<file path="src/rtl/efg_pkg.sv">
package efg_pkg;

  localparam logic [31:0] CRC_POLY = 32'hEDB88320;
  localparam logic [31:0] CRC_SEED = 32'hFFFFFFFF;
  localparam logic [7:0]  PRE_OCTET = 8'h55;
  localparam logic [7:0]  SFD_OCTET = 8'hD5;

  localparam int PRE_LEN  = 7;
  localparam int SFD_POS  = 7;
  localparam int DA_POS   = 8;
  localparam int SA_POS   = 14;
  localparam int TY_POS   = 20;
  localparam int PAY_POS  = 22;
  localparam int FCS_LEN  = 4;

  typedef enum logic [2:0] {
    F_PRE  = 3'd0,
    F_SFD  = 3'd1,
    F_DA   = 3'd2,
    F_SA   = 3'd3,
    F_TYPE = 3'd4,
    F_PAY  = 3'd5,
    F_PAD  = 3'd6,
    F_FCS  = 3'd7
  } field_e;

  function automatic logic [31:0] crc32_step(input logic [31:0] crc_in,
                                             input logic [7:0]  octet);
    logic [31:0] c;
    c = crc_in;
    for (int b = 0; b < 8; b++) begin
      if (c[0] ^ octet[b]) c = (c >> 1) ^ CRC_POLY;
      else                 c = c >> 1;
    end
    return c;
  endfunction

endpackage

</file>
<file path="src/rtl/efg_seq.sv">
module efg_seq
  import efg_pkg::*;
#(
  parameter int LEN_W   = 11,
  parameter int MIN_PAY = 46,
  parameter int MAX_PAY = 1500,
  parameter int IFG     = 12,
  localparam int POS_W  = $clog2(PAY_POS + MAX_PAY + FCS_LEN + 1),
  localparam int GAP_W  = $clog2(IFG + 1)
) (
  input  logic             clk,
  input  logic             rst_n,
  input  logic             start,
  input  logic [LEN_W-1:0] pay_len,
  output logic             launch,
  output logic             busy,
  output logic             at_end,
  output field_e           fld,
  output logic [2:0]       fidx,
  output logic [LEN_W-1:0] pay_idx,
  output logic [LEN_W-1:0] eff_len
);

  localparam logic [GAP_W-1:0] GAP_TOP = GAP_W'(IFG - 1);
  localparam logic [LEN_W-1:0] MIN_L   = LEN_W'(MIN_PAY);
  localparam logic [LEN_W-1:0] MAX_L   = LEN_W'(MAX_PAY);

  logic             busy_q, busy_d;
  logic [POS_W-1:0] pos_q, pos_d;
  logic [GAP_W-1:0] gap_q, gap_d;
  logic [LEN_W-1:0] raw_q, raw_d;
  logic [LEN_W-1:0] eff_q, eff_d;
  logic [LEN_W-1:0] len_clamp, len_eff;
  logic [POS_W-1:0] last_pos, pay_end, pay_off, fcs_off;

  always_comb begin
    len_clamp = (pay_len > MAX_L) ? MAX_L : pay_len;
    len_eff   = (len_clamp < MIN_L) ? MIN_L : len_clamp;
  end

  assign launch   = start && !busy_q && (gap_q == GAP_TOP);
  assign pay_end  = POS_W'(PAY_POS) + POS_W'(eff_q);
  assign last_pos = pay_end + POS_W'(FCS_LEN - 1);
  assign at_end   = busy_q && (pos_q == last_pos);

  always_comb begin
    busy_d = busy_q;
    pos_d  = pos_q;
    gap_d  = gap_q;
    raw_d  = raw_q;
    eff_d  = eff_q;
    if (launch) begin
      busy_d = 1'b1;
      pos_d  = '0;
      raw_d  = len_clamp;
      eff_d  = len_eff;
    end else if (busy_q) begin
      if (at_end) begin
        busy_d = 1'b0;
        gap_d  = '0;
      end else begin
        pos_d = pos_q + POS_W'(1);
      end
    end else if (gap_q != GAP_TOP) begin
      gap_d = gap_q + GAP_W'(1);
    end
  end

  always_ff @(posedge clk or negedge rst_n) begin
    if (!rst_n) begin
      busy_q <= 1'b0;
      pos_q  <= '0;
      gap_q  <= GAP_TOP;
      raw_q  <= '0;
      eff_q  <= MIN_L;
    end else begin
      busy_q <= busy_d;
      pos_q  <= pos_d;
      gap_q  <= gap_d;
      raw_q  <= raw_d;
      eff_q  <= eff_d;
    end
  end

  assign pay_off = pos_q - POS_W'(PAY_POS);
  assign fcs_off = pos_q - pay_end;

  always_comb begin
    fld     = F_PRE;
    fidx    = '0;
    pay_idx = '0;
    if (pos_q < POS_W'(PRE_LEN)) begin
      fld = F_PRE;
    end else if (pos_q == POS_W'(SFD_POS)) begin
      fld = F_SFD;
    end else if (pos_q < POS_W'(SA_POS)) begin
      fld  = F_DA;
      fidx = 3'(pos_q - POS_W'(DA_POS));
    end else if (pos_q < POS_W'(TY_POS)) begin
      fld  = F_SA;
      fidx = 3'(pos_q - POS_W'(SA_POS));
    end else if (pos_q < POS_W'(PAY_POS)) begin
      fld  = F_TYPE;
      fidx = 3'(pos_q - POS_W'(TY_POS));
    end else if (pos_q < pay_end) begin
      pay_idx = LEN_W'(pay_off);
      fld     = (LEN_W'(pay_off) < raw_q) ? F_PAY : F_PAD;
    end else begin
      fld  = F_FCS;
      fidx = 3'(fcs_off);
    end
  end

  assign busy    = busy_q;
  assign eff_len = eff_q;

  // a running frame advances one step per cycle no matter what start does
  assert_run_advances_R9: assert property (@(posedge clk) disable iff (!rst_n)
    (busy_q && !at_end) |=> (busy_q && (pos_q == $past(pos_q) + POS_W'(1))));

  // the captured length never exceeds the clamp or falls below the pad floor
  assert_len_bounds_R6: assert property (@(posedge clk) disable iff (!rst_n)
    $past(launch) |-> ((eff_q <= MAX_L) && (eff_q >= MIN_L) && (raw_q <= MAX_L)));

endmodule

</file>
<file path="src/rtl/efg_crc.sv">
module efg_crc
  import efg_pkg::*;
(
  input  logic        clk,
  input  logic        rst_n,
  input  logic        seed,
  input  logic        en,
  input  logic [7:0]  octet,
  output logic [31:0] crc
);

  logic [31:0] crc_q, crc_d;

  always_comb begin
    crc_d = crc_q;
    if (seed)    crc_d = CRC_SEED;
    else if (en) crc_d = crc32_step(crc_q, octet);
  end

  always_ff @(posedge clk or negedge rst_n) begin
    if (!rst_n) crc_q <= CRC_SEED;
    else        crc_q <= crc_d;
  end

  assign crc = crc_q;

  // a clear request always lands on the seed value
  assert_seed_load_R7: assert property (@(posedge clk) disable iff (!rst_n)
    seed |=> (crc_q == CRC_SEED));

endmodule

</file>
<file path="src/rtl/efg_octet_sel.sv">
module efg_octet_sel
  import efg_pkg::*;
(
  input  field_e      fld,
  input  logic [2:0]  fidx,
  input  logic [47:0] da,
  input  logic [47:0] sa,
  input  logic [15:0] ty,
  input  logic [7:0]  pay_data,
  input  logic [31:0] crc,
  output logic [7:0]  octet
);

  logic [5:0]  mac_sh;
  logic [47:0] da_sh, sa_sh;
  logic [15:0] ty_sh;
  logic [31:0] fcs_sh;

  always_comb begin
    mac_sh = {3'd5 - fidx, 3'b000};
    da_sh  = da >> mac_sh;
    sa_sh  = sa >> mac_sh;
    ty_sh  = fidx[0] ? ty : (ty >> 8);
    fcs_sh = (~crc) >> {fidx[1:0], 3'b000};
    case (fld)
      F_PRE:   octet = PRE_OCTET;
      F_SFD:   octet = SFD_OCTET;
      F_DA:    octet = da_sh[7:0];
      F_SA:    octet = sa_sh[7:0];
      F_TYPE:  octet = ty_sh[7:0];
      F_PAY:   octet = pay_data;
      F_PAD:   octet = 8'h00;
      F_FCS:   octet = fcs_sh[7:0];
      default: octet = 8'h00;
    endcase
  end

endmodule

</file>
<file path="src/rtl/efg_frame_gen.sv">
module efg_frame_gen
  import efg_pkg::*;
#(
  parameter int LEN_W   = 11,
  parameter int MIN_PAY = 46,
  parameter int MAX_PAY = 1500,
  parameter int IFG     = 12,
  localparam int RUN_W  = $clog2(PAY_POS + MAX_PAY + FCS_LEN + 2),
  localparam int GAP_W  = $clog2(IFG + 1)
) (
  input  logic             clk,
  input  logic             rst_n,
  input  logic             start,
  input  logic [47:0]      dst_mac,
  input  logic [47:0]      src_mac,
  input  logic [15:0]      eth_type,
  input  logic [LEN_W-1:0] pay_len,
  input  logic [7:0]       pay_data,
  output logic             pay_rd,
  output logic [LEN_W-1:0] pay_idx,
  output logic [7:0]       txd,
  output logic             tx_en,
  output logic             done
);

  logic             launch, busy, at_end;
  field_e           fld;
  logic [2:0]       fidx;
  logic [LEN_W-1:0] eff_len;
  logic [31:0]      crc;
  logic [7:0]       octet;
  logic             crc_en;

  logic [47:0] da_q, da_d, sa_q, sa_d;
  logic [15:0] ty_q, ty_d;
  logic [7:0]  txd_q, txd_d;
  logic        txen_q, txen_d, done_q, done_d;

  efg_seq #(
    .LEN_W(LEN_W), .MIN_PAY(MIN_PAY), .MAX_PAY(MAX_PAY), .IFG(IFG)
  ) u_seq (
    .clk(clk), .rst_n(rst_n), .start(start), .pay_len(pay_len),
    .launch(launch), .busy(busy), .at_end(at_end), .fld(fld), .fidx(fidx),
    .pay_idx(pay_idx), .eff_len(eff_len)
  );

  efg_octet_sel u_sel (
    .fld(fld), .fidx(fidx), .da(da_q), .sa(sa_q), .ty(ty_q),
    .pay_data(pay_data), .crc(crc), .octet(octet)
  );

  assign crc_en = busy && (fld inside {F_DA, F_SA, F_TYPE, F_PAY, F_PAD});

  efg_crc u_crc (
    .clk(clk), .rst_n(rst_n), .seed(launch), .en(crc_en), .octet(octet),
    .crc(crc)
  );

  assign pay_rd = busy && (fld == F_PAY);

  always_comb begin
    da_d   = launch ? dst_mac  : da_q;
    sa_d   = launch ? src_mac  : sa_q;
    ty_d   = launch ? eth_type : ty_q;
    txen_d = busy;
    txd_d  = busy ? octet : 8'h00;
    done_d = at_end;
  end

  always_ff @(posedge clk or negedge rst_n) begin
    if (!rst_n) begin
      da_q   <= '0;
      sa_q   <= '0;
      ty_q   <= '0;
      txd_q  <= '0;
      txen_q <= 1'b0;
      done_q <= 1'b0;
    end else begin
      da_q   <= da_d;
      sa_q   <= sa_d;
      ty_q   <= ty_d;
      txd_q  <= txd_d;
      txen_q <= txen_d;
      done_q <= done_d;
    end
  end

  assign txd   = txd_q;
  assign tx_en = txen_q;
  assign done  = done_q;

  // Checker state: length of the current enable run and of the idle gap
  logic [RUN_W-1:0] run_cnt;
  logic [GAP_W-1:0] idle_cnt;
  logic             seen_frame;

  always_ff @(posedge clk or negedge rst_n) begin
    if (!rst_n) begin
      run_cnt    <= '0;
      idle_cnt   <= '0;
      seen_frame <= 1'b0;
    end else begin
      if (txen_q) begin
        run_cnt    <= run_cnt + RUN_W'(1);
        idle_cnt   <= '0;
        seen_frame <= 1'b1;
      end else begin
        run_cnt <= '0;
        if (idle_cnt != GAP_W'(IFG)) idle_cnt <= idle_cnt + GAP_W'(1);
      end
    end
  end

  // each enable run equals header, trailer and padded payload
  assert_run_length_R8: assert property (@(posedge clk) disable iff (!rst_n)
    (!txen_q && $past(txen_q)) |->
      (run_cnt == RUN_W'(PAY_POS + FCS_LEN) + RUN_W'(eff_len)));

  // done accompanies the final octet and enable drops right after it
  assert_done_last_R8: assert property (@(posedge clk) disable iff (!rst_n)
    done_q |-> (txen_q ##1 !txen_q));

  // every frame opens with a preamble octet
  assert_opens_preamble_R2: assert property (@(posedge clk) disable iff (!rst_n)
    $rose(txen_q) |-> (txd_q == PRE_OCTET));

  // a payload request is always followed by a transmitted octet
  assert_read_sent_R4: assert property (@(posedge clk) disable iff (!rst_n)
    pay_rd |=> txen_q);

  // padding positions go out as zero
  assert_pad_zero_R5: assert property (@(posedge clk) disable iff (!rst_n)
    (busy && (fld == F_PAD)) |=> (txd_q == 8'h00));

  // the CRC is seeded when the first covered octet is reached
  assert_crc_seeded_R7: assert property (@(posedge clk) disable iff (!rst_n)
    (busy && (fld == F_DA) && (fidx == 3'd0)) |-> (crc == CRC_SEED));

  // consecutive frames are separated by the minimum idle gap
  assert_min_gap_R10: assert property (@(posedge clk) disable iff (!rst_n)
    ($rose(txen_q) && seen_frame) |-> (idle_cnt == GAP_W'(IFG)));

endmodule

</file>
<file path="config.mk">
export PLATFORM = sky130hd
export DESIGN_NAME = efg_frame_gen
export DESIGN_NICKNAME = d
export VERILOG_FILES = /design/src/rtl/efg_pkg.sv /design/src/rtl/efg_seq.sv /design/src/rtl/efg_crc.sv /design/src/rtl/efg_octet_sel.sv /design/src/rtl/efg_frame_gen.sv
export SDC_FILE = /design/constraint.sdc
export NUM_CORES = 1
export LEC_CHECK = 0
export BUFFER_PORTS_ARGS = -buffer_cell sky130_fd_sc_hd__buf_2
export CAP_MARGIN = 30
export CORE_ASPECT_RATIO = 0.75
export CORE_MARGIN = 4
export CORE_UTILIZATION = 51
export DETAILED_ROUTE_END_ITERATION = 10
export PLACE_DENSITY = 0.75
export SYNTH_ARGS = -nofsm -noshare
export SYNTH_HDL_FRONTEND = slang
export SYNTH_SLANG_ARGS = --single-unit
</file>
<file path="constraint.sdc">
create_clock -name clk -period 5.2 [get_ports clk]
set_input_delay 0.26 -clock clk [delete_from_list [all_inputs] [get_ports clk]]
set_output_delay 0.26 -clock clk [all_outputs]
set_load 0.02 [all_outputs]
</file>
==> results by group, run 1 <==
Run status
  – Status: finished clean

GRT
  – Pin count of the biggest net entering global routing: 172
  – First-pass GRT wire length: 53.8 mm
  – Gr usage total: 26.5%
  – Vias in the first global route: 10000
  – Initial antenna violation count: 0
  – GRT overflow: 0

Power and ir drop
  – Max VDD drop: 0.832 mV
  – Pwr dens: 789 nW/um2
  – Leak Pwr: 6.86 nW
  – Overall Power: 11.0 mW

Critical path
  – Worst Setup Start Kind: register
  – Critical path class: register to register
  – CP cell instances: inv_2, ha_4, nor2b_4, nor2_1, and3b_2, xnor2_2, ha_2, nand4_1, a211o_1, o2111a_2, buf_6, o21ai_4, mux4_2, mux2_4, a211oi_4, xnor2_2, buf_4, xnor3_2, xor3_2, xor2_1, o21ai_1
  – CP Data Arrival Time: 5510 ps
  – Buf+Inv Stages, Crit Path: 3
  – Crit path capture type: register
  – Max Fanout on Critical Path: 5
  – Crit path depth: 21
  – R2R Path End: u_crc.crc[18]
  – Crit. Startpoint: u_seq.eff_len[2]
  – Reg2reg setup slack: 40 ps
  – Crit path largest cell delay: 580 ps
  – CP delay by family, top: XOR/XNOR gates
  – CP max stage cell: dfstp_2
  – Critical path data required time: 5550 ps
  – Path depth of the worst reg2reg path: 21
  – Worst setup path end: u_crc.crc[18]
  – CP dominant cell by count: xnor2_2
  – Reg2reg start: u_seq.eff_len[2]

Synth
  – Synth area leaders: dfrtp_1, nand2_1, dfstp_2
  – Gate Count Post-Synth: 1318
  – Largest family of logic cells by synthesized area: simple AND/OR/NAND/NOR gates
  – Top_reg_cell synth: dfrtp_1
  – Number of synthesized flops with an enable pin: 0
  – Net count after synthesis: 1480
  – Mux cell area share after synthesis: 5.10%
  – Post-synth top area share: 33.1%
  – Mean Syn Cell Area: 8.77 um2
  – Post-Synth Simple-Gate Area: 23.7%
  – Number of synthesized register bits: 192
  – Synth area leader: dfrtp_1
  – Xor/xnor share of the synthesized area: 9.60%
  – Compound-Gate Fraction of Synth Area: 12.4%
  – Register area share after synthesis: 42.0%
  – Count of cell types in the netlist: 90
  – Adder-Cell Fraction of Synth Area: 3.09%
  – Synth warnings: 0
  – Mapped Area: 11600 um2
  – Async S/R FF share, synth: 100%

Finish
  – Antenna fix cells: 0
  – Register area: 4850 um2
  – Area of the multi-input gates: 6500 um2
  – Share of cells above drive strength 1: 25.3%
  – Finished Layout Cells: 1818
  – Final instance area: 14000 um2
  – Most frequent cells in the layout: nand2_1, buf_2, dfrtp_1
  – Area delta synth->final: 20.8%
  – Commonest non-fill, non-tap cell in the layout: nand2_1
  – Fill count: 1866
  – Final #Nets: 1673

Clock tree
  – Clock sink total: 192
  – Clock Tree Buf Depth: 2
  – Htree depth: 4
  – CTS root buf: clkbuf_16
  – Clk Latency, worst-skew pair: 450 ps
  – TritonCTS clock tree: done
  – Total CTS buffers: 17
  – Reg clk slew, reported paths: 80 ps

Floorplanning
  – FP Rows: 47
  – Die Y: 138 um
  – Full die area: 25200 um2
  – Chip Width: 182 um
  – Initial core utilization: 52.2%
  – I/O pin cnt: 156
  – Core footprint: 22200 um2

Detailed routing
  – Drt drc: 0
  – DR iter-0 viols: 1097
  – Post-route ant nets: 0
  – DR vias: 10400
  – Final wirelength: 34.4 mm
  – WL per Instance: 18.9 um
  – First drt pass iteration count: 5
  – Vias per Instance: 5.74

Placement
  – Port Buffers: 155
  – Dpl cell area: 12900 um2
  – Cell count after placement: 1755
  – DP HPWL: 24.9 mm
  – GP Congestion: 1.00

Hold path
  – Worst Hold Class: input pin to register

Timing
  – Final worst path period need: 5160 ps
  – Slew Limit Headroom: 43.0%
  – Setup tns final: 0 ps
  – Final Hold Fails: 0
  – Hold slack: 0.376 ps
  – Max Fclk: 194 MHz
  – Setup-failing EPs final: 0
  – Slew @ Worst Pin: 855 ps
  – Final max-slew violation count: 0
  – Fin crit share: 99.2%
  – Clock Skew: 18.0 ps

Flow run
  – Max cap viols: 0
[area by class of cell]
cell class | count | area share [%]
clock buffers | 18 | 3.14
clock inverters | 14 | 1.02
inverters | 30 | 0.806
multi-input cells | 1020 | 46.5
flip-flops and latches | 192 | 34.7
well taps | 294 | 2.63
repair buffers | 250 | 11.2
[worst min-delay path, stage by stage]
cell     delay [ps]
buf_2            70
nand2_1          40
nand2_1          50
[per-layer routing]
metal / up-vias / wire [um] / track usage [%]
li1: 4884 / - / -
met1: 5057 / 15400 / 38.9
met2: 427 / 15500 / 40.0
met3: 65 / 2510 / 5.44
met4: 0 / 977 / 7.82
met5: - / 0 / 0
[report_power, final]
| part | switching [mW] | total [mW] | internal (mW) |
|---|---|---|---|
| sequential | 0.399 | 2.34 | 1.94 |
| clock | 0.643 | 1.29 | 0.651 |
| combinational | 3.70 | 7.38 | 3.68 |
| total | 4.75 | 11.0 | 6.28 |
[through the flow]
| step | util [%] | worst slack [ps] |
|---|---|---|
| after floorplan | - | 92.6 |
| after global placement | 58.1 | -77.5 |
| after detailed placement | 58.1 | -231 |
| after CTS | 61.6 | 11.1 |
| after global routing | 63.0 | -142 |
| final | 63.0 | 40.2 |
[Yosys cell counts (all sizes together) (5+ instances only)]
| library cell | count |
|---|---|
| o21ai | 54 |
| nand4 | 13 |
| nand2 | 401 |
| and2 | 13 |
| nand3 | 24 |
| xnor2 | 75 |
| a211oi | 11 |
| o21a | 6 |
| dfrtp | 153 |
| nor3b | 5 |
| nor4 | 11 |
| dfstp | 39 |
| o211ai | 9 |
| o2111ai | 7 |
| a32oi | 5 |
| mux2 | 11 |
| or3 | 6 |
| xnor3 | 7 |
| clkbuf | 53 |
| inv | 30 |
| mux2i | 42 |
| nor2 | 61 |
| nor3 | 41 |
| buf | 23 |
| and3 | 14 |
| nor2b | 9 |
| a221oi | 8 |
| a21oi | 55 |
| o22ai | 10 |
| ha | 27 |
| xor2 | 21 |
[state kept, by name (all words and copies together), names as in the netlist]
name	count
tx_en	1
u_seq.gap_q	4
u_seq.busy	1
u_seq.raw_q	11
da_q	48
sa_q	48
u_crc.crc	32
ty_q	16
u_seq.pos_q	11
done	1
txd	8
u_seq.eff_len	11
[how the worst min path moves through the flow]
| stage | endpoint | startpoint | cells past startpoint |
|---|---|---|---|
| floorplan | da_q[0] | rst_n | 0 |
| global placement | u_seq.raw_q[7] | rst_n | 1 |
| detailed placement | u_seq.eff_len[10] | rst_n | 1 |
| CTS | da_q[2] | dst_mac[2] | 3 |
| global route | sa_q[19] | src_mac[19] | 3 |
| finish | da_q[2] | dst_mac[2] | 3 |
[kinds of logic (layout without fill, tap and decap cells)]
| family | count (synthesis) | in the layout |
|---|---|---|
| AO/OA/AOI/OAI | 211 | 211 |
| XOR/XNOR | 106 | 106 |
| adder cells (fa/ha/maj) | 28 | 28 |
| buffers and inverters | 106 | 312 |
| flip-flops | 192 | 192 |
| multiplexers | 55 | 55 |
| AND/OR/NAND/NOR | 620 | 620 |
[what timing repair did]
action | 4_1_cts | 5_1_grt
endpoints found under the hold margin | 87 | 1
resized for setup | 13 | 33
pin swaps | 3 | 24
hold buffers | 12 | 1
buffers inserted | 2 | 17
endpoints found under the setup margin | 10 | 19
gates cloned | 0 | 0
No activity file was read; power rests on OpenSTA's default activity.
==> run 2: changes to the inputs <==
GPL_TIMING_DRIVEN = 0   (was unset)
PLACE_DENSITY = 0.72   (was 0.75)
clock period = 6.1 ns   (was 5.2 ns; I/O delays follow)
==> run 2 against run 1 <==
Maximum frequency is 14% lower. Non-clock buffer count is the same. Critical path depth down 1. Setup slack better by 52 ps. Final cell count is the same. Sequential share of layout area up 0.64 points. Highest routed layer unchanged. Register-to-register slack gained 50 ps. Die area did not move. Hold slack better by 34 ps.
==> results by group, run 2 (synthesis results as in run 1) <==
Clock tree
  – Total CTS buffers: 17 (unchanged)
  – CTS root buf: clkbuf_16
  – Clock sink total: 192 (unchanged)
  – Reg clk slew, reported paths: 90 ps (about the same)
  – Htree depth: 4 (unchanged)
  – Clk Latency, worst-skew pair: 450 ps (about the same)
  – Clock Tree Buf Depth: 2 (unchanged)
  – TritonCTS clock tree: done

GRT
  – Gr usage total: 28.9% (+2.3 points)
  – GRT overflow: 0 (unchanged)
  – First-pass GRT wire length: 57.2 mm (+6.2%)
  – Pin count of the biggest net entering global routing: 121 (-30%)
  – Initial antenna violation count: 0 (unchanged)
  – Vias in the first global route: 9969 (-0.71%)

Timing
  – Final max-slew violation count: 0 (unchanged)
  – Slew Limit Headroom: 44.1% (+1.1 points)
  – Max Fclk: 166 MHz (-14%)
  – Setup ws final: 92.2 ps (+52.0 ps)
  – Slew @ Worst Pin: 827 ps (-27.2 ps)
  – Fin crit share: 98.5% (-0.74 points)
  – Final worst path period need: 6010 ps (+848 ps)
  – Setup-failing EPs final: 0 (unchanged)
  – Clock Skew: 16.8 ps (-1.21 ps)
  – Final Hold Fails: 0 (unchanged)
  – Setup tns final: 0 ps (unchanged)

Detailed routing
  – Final wirelength: 37.3 mm (+8.3%)
  – Drt drc: 0 (unchanged)
  – DR iter-0 viols: 1167 (+6.4%)
  – Post-route ant nets: 0 (unchanged)
  – WL per Instance: 20.5 um (+8.3%)
  – First drt pass iteration count: 5 (unchanged)
  – Vias per Instance: 5.81 (+1.2%)
  – DR vias: 10600 (+1.2%)

Hold path
  – Worst Hold Class: input pin to register

Floorplanning
  – Full die area: 25200 um2 (unchanged)
  – Die Y: 138 um (unchanged)
  – FP Rows: 47 (unchanged)
  – I/O pin cnt: 156 (unchanged)
  – Core footprint: 22200 um2 (unchanged)
  – Initial core utilization: 52.2% (unchanged)
  – Chip Width: 182 um (unchanged)

Critical path
  – Crit path capture type: register
  – CP dominant cell by count: ha_1
  – Max Fanout on Critical Path: 10 (+5)
  – CP cell instances: inv_1, ha_1, nor2b_2, nor2_1, and3b_1, xnor2_1, ha_1, nand4_1, a211o_1, o2111a_2, buf_2, o21ai_4, buf_4, a32oi_2, o22a_1, a211oi_4, xor3_2, xnor3_2, xnor3_1, o21ai_1
  – Worst Setup Start Kind: register
  – Critical path data required time: 6480 ps (+930 ps)
  – CP max stage cell: dfstp_2
  – Critical path class: register to register
  – Crit path largest cell delay: 640 ps (+60 ps)
  – CP Data Arrival Time: 6390 ps (+880 ps)

Run status
  – Status: finished clean

Finish
  – Share of cells above drive strength 1: 21.5% (-3.8 points)
  – Fill count: 1925 (+3.2%)
  – Final #Nets: 1673 (unchanged)
  – Final instance area: 13700 um2 (-1.8%)
  – Finished Layout Cells: 1818 (unchanged)
  – Most frequent cells in the layout: nand2_1, buf_2, dfrtp_1
  – Register area: 4850 um2 (unchanged)
  – Final Util: 61.9% (-1.1 points)
  – Commonest non-fill, non-tap cell in the layout: nand2_1
  – Antenna fix cells: 0 (unchanged)
  – Area delta synth->final: 18.7%
  – Area of the multi-input gates: 6450 um2 (-0.71%)

Power and ir drop
  – Max VDD drop: 0.514 mV (-38%)
  – Pwr dens: 666 nW/um2 (-16%)
  – Leak Pwr: 6.70 nW (-2.3%)

Placement
  – DP HPWL: 27.8 mm (+12%)
  – Dpl ws: -549 ps (-319 ps)
  – Dpl cell area: 12700 um2 (-0.98%)
  – GP Congestion: 0.962 (-3.9%)
  – Cell count after placement: 1768 (+0.74%)
  – Port Buffers: 155 (unchanged)

Flow run
  – Max cap viols: 0 (unchanged)
==> run 2: metal layers <==
metal | wire (um) | track usage (%)
met5 | 0 | 0
met4 | 971 | 8.25
met3 | 3080 | 5.93
met2 | 15900 | 41.3
met1 | 17400 | 44.3
==> run 2: area by class of cell <==
class | count | share of cell area [%]
timing repair buffer | 174 | 6.93
clock buffer | 18 | 3.13
multi-input combinational | 1020 | 47.0
sequential | 192 | 35.4
buffer | 76 | 2.73
clock inverter | 14 | 1.31
tap | 294 | 2.68
inverter | 30 | 0.821
==> run 2: stage by stage <==
step	hold slack [ps]	power (mW)
floorplan	9.41	6.14
global placement	454	7.32
detailed placement	301	7.39
CTS	27.4	8.72
global route	37.3	9.62
finish	34.9	9.14
==> run 2: path summary, 6_finish.rpt <==
| path | startpoint | end | cells past startpoint | slack, ps |
|---|---|---|---|---|
| setup / recovery | u_seq.eff_len[1] | u_crc.crc[19] | 20 | 90 |
| hold / removal | src_mac[11] | sa_q[11] | 3 | 30 |
| max in group asynchronous | rst_n | sa_q[3] | 3 | 4710 |
| hold reg to reg | da_q[39] | da_q[39] | 2 | 480 |
| setup reg to reg | u_seq.eff_len[1] | u_crc.crc[19] | 20 | 90 |
| min in group asynchronous | rst_n | u_seq.eff_len[9] | 2 | 380 |
==> run 2: repair_timing <==
action	in CTS	in global routing
hold buffers	1	0
hold endpoints to repair	42	0
gates cloned	0	0
gates resized for setup	13	24
setup buffers	4	13
pin swaps	2	8
endpoints found under the setup margin	22	18
==> run 2: where the power goes <==
group	switching [mW]	internal [mW]
sequential	0.272	1.66
clock	0.596	0.562
combinational	3.22	2.84
total	4.08	5.05
==> run 2: critical path, delay by kind of cell, from the launching register on <==
family / cells / cell delay, ps
xor+xnor: 4 / 1450
fa+ha+maj: 2 / 630
simple gates: 4 / 750
flops: 1 / 640
buf+inv: 3 / 600
compound gates: 7 / 1840
